### config.mk
export PLATFORM = sky130hd
export DESIGN_NAME = tmr_irq_stat
export DESIGN_NICKNAME = d
export VERILOG_FILES = /design/src/rtl/tmr_irq_pkg.sv /design/src/rtl/tmr_irq_cell.sv /design/src/rtl/tmr_irq_stat.sv
export SDC_FILE = /design/constraint.sdc
export NUM_CORES = 1
export LEC_CHECK = 0
export CAP_MARGIN = 20
export CELL_PAD_IN_SITES_DETAIL_PLACEMENT = 0
export CELL_PAD_IN_SITES_GLOBAL_PLACEMENT = 1
export CORE_UTILIZATION = 19
export DETAILED_ROUTE_END_ITERATION = 10
export GPL_TIMING_DRIVEN = 0
export PLACE_DENSITY = 0.8
export SLEW_MARGIN = 20
export SYNTH_ARGS = -nofsm -noshare
export SYNTH_HDL_FRONTEND = slang
export SYNTH_SLANG_ARGS = --single-unit
### constraint.sdc
create_clock -name clk_i -period 0.9 [get_ports clk_i]
set_input_delay 0.18 -clock clk_i [delete_from_list [all_inputs] [get_ports clk_i]]
set_output_delay 0.18 -clock clk_i [all_outputs]
set_load 0.02 [all_outputs]
### src/rtl/tmr_irq_pkg.sv
package tmr_irq_pkg;
  localparam int unsigned DEF_N_CH   = 5;
  localparam int unsigned DEF_DATA_W = 32;

  // bit index of the pending flag for channel ch
  function automatic int unsigned pend_pos(input int unsigned n_ch, input int unsigned ch);
    return n_ch + ch;
  endfunction

  typedef struct packed {
    logic en;
    logic pend;
    logic irq;
  } chan_state_t;
endpackage

### src/rtl/tmr_irq_cell.sv
module tmr_irq_cell (
  input  logic clk_i,
  input  logic rst_ni,
  input  logic wr_i,
  input  logic wr_en_bit_i,
  input  logic wr_clr_bit_i,
  input  logic evt_i,
  output tmr_irq_pkg::chan_state_t st_o
);
  import tmr_irq_pkg::*;

  logic en_q, pend_q, irq_q;
  logic clr;

  assign clr = wr_i & wr_clr_bit_i;

  always_ff @(posedge clk_i or negedge rst_ni) begin
    if (!rst_ni) begin
      en_q   <= 1'b0;
      pend_q <= 1'b0;
      irq_q  <= 1'b0;
    end else begin
      if (wr_i) en_q <= wr_en_bit_i;
      // event wins over a same-cycle clear
      pend_q <= evt_i | (pend_q & ~clr);
      if (evt_i && en_q)        irq_q <= 1'b1;
      else if (clr && !evt_i)   irq_q <= 1'b0;
    end
  end

  assign st_o = '{en: en_q, pend: pend_q, irq: irq_q};

  assert_irq_has_pend_R6: assert property (@(posedge clk_i) disable iff (!rst_ni)
    irq_q |-> pend_q);

  assert_evt_sets_pend_R3: assert property (@(posedge clk_i) disable iff (!rst_ni)
    evt_i |=> pend_q);

  assert_en_evt_irq_R4: assert property (@(posedge clk_i) disable iff (!rst_ni)
    (evt_i && en_q) |=> irq_q);

  assert_clear_pend_R5: assert property (@(posedge clk_i) disable iff (!rst_ni)
    (clr && !evt_i) |=> !pend_q);

  assert_en_load_R2: assert property (@(posedge clk_i) disable iff (!rst_ni)
    wr_i |=> (en_q == $past(wr_en_bit_i)));

  assert_evt_clr_race_R7: assert property (@(posedge clk_i) disable iff (!rst_ni)
    (evt_i && clr) |=> pend_q);

  assert_no_spurious_rise_R9: assert property (@(posedge clk_i) disable iff (!rst_ni)
    !irq_q ##1 irq_q |-> $past(evt_i && en_q));
endmodule

### src/rtl/tmr_irq_stat.sv
module tmr_irq_stat #(
  parameter int unsigned N_CH   = tmr_irq_pkg::DEF_N_CH,
  parameter int unsigned DATA_W = tmr_irq_pkg::DEF_DATA_W
) (
  input  logic              clk_i,
  input  logic              rst_ni,
  input  logic              wr_i,
  input  logic [DATA_W-1:0] wr_data_i,
  input  logic [N_CH-1:0]   evt_i,
  output logic [DATA_W-1:0] rd_data_o,
  output logic [N_CH-1:0]   irq_o
);
  import tmr_irq_pkg::*;

  localparam int unsigned USED_W = 2 * N_CH;

  chan_state_t st [N_CH];
  logic [N_CH-1:0] en_vec, pend_vec;

  for (genvar c = 0; c < N_CH; c++) begin : g_ch
    tmr_irq_cell u_cell (
      .clk_i        (clk_i),
      .rst_ni       (rst_ni),
      .wr_i         (wr_i),
      .wr_en_bit_i  (wr_data_i[c]),
      .wr_clr_bit_i (wr_data_i[pend_pos(N_CH, c)]),
      .evt_i        (evt_i[c]),
      .st_o         (st[c])
    );
    assign en_vec[c]   = st[c].en;
    assign pend_vec[c] = st[c].pend;
    assign irq_o[c]    = st[c].irq;
  end

  if (DATA_W > USED_W) begin : g_pad
    logic unused_hi;
    assign unused_hi = ^wr_data_i[DATA_W-1:USED_W];
    assign rd_data_o = {{(DATA_W-USED_W){1'b0}}, pend_vec, en_vec};
  end else begin : g_nopad
    assign rd_data_o = {pend_vec, en_vec};
  end
endmodule

==> results.json, run 1 <==
{
  "internal-power_uw": 1473,
  "cts_tree": "yes",
  "setup.worst_path.end_class": "primary output",
  "root_buffer": "clkbuf_8",
  "cts_max_level": 1,
  "vias_per_cell": 3.257,
  "failed_checks": "hold timing, setup timing",
  "slew_headroom": 0.5572,
  "synth_top_area_cell": "dfrtp_1",
  "muxShareOfSynthArea": 0.08571,
  "r2r_end": "g_ch[0].u_cell.irq_q$_DFFE_PN0P_",
  "pre_cts_slack_ns": -0.3571,
  "pwr-share-seq": 0.390,
  "total_power_uw": 2019,
  "holdWs_ns": -0.04402,
  "drive_gt1_frac": 0.5111,
  "drt.antenna.violating_nets": 0,
  "place_congestion": 0.6723,
  "max_freq_ghz": 0.9419,
  "synth_most_common_cell": "buf_4",
  "io_pins": 77,
  "synth_flop_cell": "dfrtp_1",
  "drc_errors": 0,
  "clock_path_buffers": 2,
  "cp.arrival_ns": 0.88,
  "switching_share": 0.2706,
  "async_reset_ff_frac": 1.000,
  "drt_iter0_markers": 9,
  "rows": 24,
  "cts_inserted_buffers": 3,
  "ys_ff_latch": 15,
  "synth-xor-area-share": 0,
  "start_util": 0.1998,
  "dr.pass1.iters": 2,
  "tightestPinTransition_ns": 0.6631,
  "ys_seq_area_frac": 0.4286,
  "dp_hpwl_mm": 1.208,
  "synthAdderAreaFrac": 0,
  "critPathKind": "reg -> out",
  "period_minus_slack_ns": 1.062,
  "fin_nets": 176,
  "setup_ws_ns": -0.1617,
  "syn_area_um2": 875.8,
  "p_comb_frac": 0.351,
  "postCtsHoldBufs": 0,
  "die-width_um": 69.90,
  "post_drt_wl_per_cell_um": 8.465,
  "cp_max_fo": 3,
  "yosys.cell_types.count": 10,
  "core_mm2": 0.004384,
  "outcome": "finished with violations",
  "switching_power_uw": 546.4,
  "drv_cap": 0,
  "ff2ff_path_depth": 3,
  "r2r-start": "g_ch[0].u_cell.en_q$_DFFE_PN0P_",
  "hold_path.class": "in -> async",
  "die_y_um": 69.90,
  "grt_max_degree": 16,
  "netlist.area_leader.share": 0.4286,
  "yosys_warnings": 0,
  "synth_edf_count": 0,
  "fin_crit_sh": 1.180,
  "fp.dieArea_mm2": 0.004885,
  "cts_sinks": 15,
  "slew_viol_final": 0,
  "n_antenna_cell": 0,
  "syn_area_per_cell_um2": 11.09,
  "syn_to_final_growth_pct": 65.43,
  "gr-total-overflow": 0,
  "grt_first_pass_wirelength_mm": 2.601,
  "path_clk_slew_ns": 0.06,
  "leakagePower_uw": 0.0007279,
  "track_usage": 0.06990,
  "r2r_slack_ns": -0.06,
  "yosys.area_share.simple": 0.02143,
  "first_global_vias": 622,
  "hold_violations": 15,
  "synth_common_cells": "buf_4, dfrtp_1",
  "clk_latency_ns": 0.24,
  "fin_util": 0.3305,
  "routed_wirelength_mm": 1.583,
  "grt_setup_unrepaired": "true",
  "synth_top_family_by_area": "buffers and inverters",
  "antenna_found_initial": 0,
  "crit_path_start_kind": "flop",
  "finalSetupViolCount": 19,
  "synth-compound-area-share": 0.1300,
  "fin_cells": 187,
  "dpl.cell_count": 183,
  "power_frac_clock": 0.259,
  "ir_drop_mv": 0.3822,
  "power_density_mw_per_mm2": 1394,
  "vias": 609,
  "netlist_instances": 79,
  "fin_skew_ns": 0.002156,
  "crit_required_ns": 0.72,
  "port_buffers": 31,
  "synth.area.top_cells": "dfrtp_1, buf_4, mux2_4, a21bo_2, a21o_1"
}
## area by class of cell
cell class	count	area [µm²]
Timing Repair Buffer	38	399.1
Buffer	31	266.5
Clock buffer	4	45.04
Multi-Input combinational cell	47	297.8
Fill cell	465	2935
Tap cell	52	65.06
Sequential cell	15	375.4
## cell usage in the layout, fill, tap and decap left out
cell type and count:
a21o_1 4, clkbuf_1 1, o21ai_1 2, nand2_1 5, a21o_2 1, buf_6 28
o21ai_0 1, clkdlybuf4s50_1 15, dlymetal6s2s_1 1, dfrtp_1 15, clkbuf_8 3, mux2_4 5
o21ai_2 2, conb_1 22, a21bo_2 5, buf_4 25
## worst max-delay path by stage
stage	start	end	slack, ns	cells after the start
floorplan	g_ch[0].u_cell.irq_q$_DFFE_PN0P_	g_ch[0].u_cell.irq_q$_DFFE_PN0P_	0.08	2
global placement	g_ch[0].u_cell.en_q$_DFFE_PN0P_	rd_data_o[0]	-0.36	2
detailed placement	g_ch[0].u_cell.en_q$_DFFE_PN0P_	rd_data_o[0]	-0.36	2
CTS	g_ch[4].u_cell.en_q$_DFFE_PN0P_	rd_data_o[4]	-0.18	2
global route	g_ch[4].u_cell.en_q$_DFFE_PN0P_	rd_data_o[4]	-0.20	2
finish	g_ch[4].u_cell.en_q$_DFFE_PN0P_	rd_data_o[4]	-0.16	2
## kinds of logic (layout without fill, tap and decap cells)
| family | after synthesis | count (layout) |
|---|---|---|
| buffers and inverters | 38 | 73 |
| AOI/OAI and AO/OA | 15 | 15 |
| DFF | 15 | 15 |
| muxes | 5 | 5 |
| and+or+nand+nor | 5 | 5 |
| other | 1 | 22 |
## power by group through the flow
stage                     sequential [µW]  clock [µW]  combinational (µW)
final                                 788         523                 709
after detailed placement              791           0                 634
after CTS                             786         552                 687
after global routing                  796         585                 755
after floorplan                       778           0                 420
after global placement                789           0                 630
## per-stage QoR
| stage | cell area [µm²] | setup TNS (ns) | hold WS, ns |
|---|---|---|---|
| after floorplan | 954.7 | 0 | -0.1156 |
| after global placement | 1330 | -9.560 | 0.4585 |
| after detailed placement | 1330 | -9.423 | 0.4681 |
| after CTS | 1413 | -1.931 | 0.2846 |
| after global routing | 1449 | -2.501 | 0.01687 |
| final | 1449 | -1.779 | -0.04402 |
## critical path, cell delays in order, from the launching register on
cell and delay [ns]:
dfrtp_1 0.40, buf_6 0.12, buf_6 0.12
## timing repair
action,4_1_cts,5_1_grt
buffers inserted,5,2
setup endpoints to repair,15,38
pin swaps,0,2
resized for setup,102,7
endpoints found under the hold margin,0,0
## routing by layer
layer | wire (µm) | vias up | global-route usage
li1 | - | 311 | -
met1 | 608 | 260 | 0.07407
met2 | 786 | 33 | 0.1207
met3 | 131 | 5 | 0.01010
met4 | 57 | 0 | 0.06000
met5 | 0 | - | 0
## flip-flops by register name (all words and copies together), names as in the netlist
signal and cells:
g_ch.u_cell.en_q 5, g_ch.u_cell.pend_q 5, g_ch.u_cell.irq_q 5
(Power assumes the default switching activity.)
==> run 2: changes to the inputs <==
--- a/config.mk
+++ b/config.mk
@@ -8,10 +8,10 @@
 export CAP_MARGIN = 20
 export CELL_PAD_IN_SITES_DETAIL_PLACEMENT = 0
 export CELL_PAD_IN_SITES_GLOBAL_PLACEMENT = 1
-export CORE_UTILIZATION = 19
+export CORE_UTILIZATION = 23
 export DETAILED_ROUTE_END_ITERATION = 10
 export GPL_TIMING_DRIVEN = 0
-export PLACE_DENSITY = 0.8
+export PLACE_DENSITY = 0.9
 export SLEW_MARGIN = 20
 export SYNTH_ARGS = -nofsm -noshare
 export SYNTH_HDL_FRONTEND = slang
==> constraint.sdc (replaced) <==
create_clock -name clk_i -period 1.35 [get_ports clk_i]
set_input_delay 0.27 -clock clk_i [delete_from_list [all_inputs] [get_ports clk_i]]
set_output_delay 0.27 -clock clk_i [all_outputs]
set_load 0.02 [all_outputs]
==> run 2 against run 1 <==
  * The flow now finishes without violations
  * Die area is 17% lower
  * Final cell count is 2.1% lower
  * Worst hold slack better by 0.40 ns
  * Sequential cell count stayed put
  * Register-to-register slack better by 0.53 ns
  * Combinational power is 45% lower
==> results.json, run 2 (same netlist as run 1, synthesis figures left out) <==
{
  "fin_crit_sh": 0.9698,
  "gr-total-overflow": 0,
  "routed_wirelength_mm": 1.515,
  "tightestPinTransition_ns": 0.6750,
  "drt_iter0_markers": 3,
  "finalSetupViolCount": 0,
  "ir_drop_mv": 0.2865,
  "max_freq_ghz": 0.7638,
  "vias_per_cell": 3.246,
  "io_pins": 77,
  "outcome": "finished, final reports clean",
  "track_usage": 0.08292,
  "drt.antenna.violating_nets": 0,
  "vias": 594,
  "power_frac_clock": 0.286,
  "reg_top3": "g_ch.u_cell.en_q (5), g_ch.u_cell.irq_q (5), g_ch.u_cell.pend_q (5)",
  "setup.worst_path.end_class": "primary output",
  "crit_required_ns": 1.08,
  "n_antenna_cell": 0,
  "period_minus_slack_ns": 1.309,
  "pwr-share-seq": 0.409,
  "slew_viol_final": 0,
  "hold_violations": 0,
  "final_cell_mix": "buf_4, conb_1, clkdlybuf4s50_1",
  "worstHoldPathCells": 2,
  "switching_power_uw": 361.2,
  "leakagePower_uw": 0.0006766,
  "fp.dieArea_mm2": 0.004059,
  "cp.arrival_ns": 1.04,
  "cts_max_level": 1,
  "syn_to_final_growth_pct": 52.29,
  "antenna_found_initial": 0,
  "grt_setup_unrepaired": "false",
  "layout_commonest_cell": "buf_4",
  "grt_first_pass_wirelength_mm": 2.449,
  "critical_path_depth": 2,
  "dp_hpwl_mm": 1.205,
  "path_clk_slew_ns": 0.06,
  "dpl-instance-area_mm2": 0.001325,
  "critPathKind": "reg -> out",
  "p_comb_frac": 0.306,
  "ff2ff_path_depth": 2,
  "dpl.cell_count": 179,
  "drive_gt1_frac": 0.4519,
  "post_drt_wl_per_cell_um": 8.279,
  "grt_max_degree": 16,
  "fin_cells": 183,
  "rows": 22,
  "fin_nets": 176,
  "dr.pass1.iters": 3,
  "first_global_vias": 539,
  "slowest_stage": "dfrtp_1",
  "fill_cells": 379,
  "drv_cap": 0,
  "fin_util": 0.3643,
  "switching_share": 0.2843,
  "internal-power_uw": 909.3,
  "cts_tree": "yes",
  "slowest_delay_ns": 0.39,
  "clk_latency_ns": 0.25,
  "design_area_mm2": 0.001334,
  "clock_path_buffers": 2,
  "hold_path.class": "in -> reg",
  "root_buffer": "clkbuf_8",
  "fin_skew_ns": 0.0003667,
  "cts_inserted_buffers": 3,
  "post_cts_buffers": 0,
  "postCtsHoldBufs": 0,
  "start_util": 0.2392,
  "cts_sinks": 15,
  "die_y_um": 63.71,
  "slew_headroom": 0.5486,
  "cp_cell_sequence": "buf_4 > clkdlybuf4s15_1",
  "core_mm2": 0.003661,
  "critical_path.top_delay_family": "buffers and inverters",
  "drc_errors": 0,
  "tns_ns": 0,
  "port_buffers": 31,
  "path_buf_inv": 2,
  "crit_path_start_kind": "flop",
  "power_density_mw_per_mm2": 952.5,
  "die-width_um": 63.71,
  "place_congestion": 0.6323,
  "cp_max_fo": 3
}
-- run 2: cell count changes in the layout (fill, tap and decap cells not counted), sizes merged --
cell,before,now
clkdlybuf4s15,0,7
clkdlybuf4s50,15,16
clkinv,0,1
clkbuf,4,10
buf,53,39
dlymetal6s2s,1,0
-- run 2: final cells by class --
cell class                 count  area, µm²  area share
sequential                    15      375.4      0.2814
multi-input combinational     47      290.3      0.2176
buffer                        38      289.0      0.2167
timing repair buffer          31      272.8      0.2045
tap                           48      60.06     0.04503
clock buffer                   3      41.29     0.03096
clock inverter                 1      5.005    0.003752
-- run 2: metrics by stage --
stage	hold WS (ns)	worst slack [ns]	total power, µW
3_5_place_dp	0.4680	-0.01819	950.3
3_3_place_gp	0.4641	-0.01839	945.3
2_1_floorplan	-0.02559	0.5277	798.5
5_1_grt	0.3646	0.0008402	1348
6_report	0.3557	0.04073	1270
4_1_cts	0.3577	0.001101	1307
-- run 2: path summary, 6_finish.rpt --
path / startpoint / endpoint / slack [ns]
setup / recovery: g_ch[4].u_cell.irq_q$_DFFE_PN0P_ / irq_o[4] / 0.04
hold / removal: wr_i / g_ch[0].u_cell.en_q$_DFFE_PN0P_ / 0.36
setup reg to reg: g_ch[1].u_cell.en_q$_DFFE_PN0P_ / g_ch[1].u_cell.irq_q$_DFFE_PN0P_ / 0.47
hold reg to reg: g_ch[3].u_cell.pend_q$_DFF_PN0_ / g_ch[3].u_cell.pend_q$_DFF_PN0_ / 0.48
max in group asynchronous: rst_ni / g_ch[2].u_cell.irq_q$_DFFE_PN0P_ / 0.49
min in group asynchronous: rst_ni / g_ch[3].u_cell.pend_q$_DFF_PN0_ / 0.43
-- run 2: timing repair --
| item | CTS | global route |
|---|---|---|
| endpoints found under the setup margin | 15 | 10 |
| gates resized for setup | 27 | 10 |
| pin swaps | 0 | 0 |
-- run 2: routing by layer --
metal	part of all wire	vias up	global-route usage	wire [µm]
met4	0.031	0	0.06818	47
li1	-	309	-	-
met5	0	-	0	0
met2	0.47	32	0.1330	708
met3	0.076	4	0.01268	115
met1	0.43	249	0.09656	644
-- run 2: power by group through the flow --
stage	logic [µW]	registers, µW	clock network (µW)
floorplan	280	518	0
global placement	419	526	0
detailed placement	421	529	0
CTS	400	521	386
global route	415	528	405
finish	388	519	363
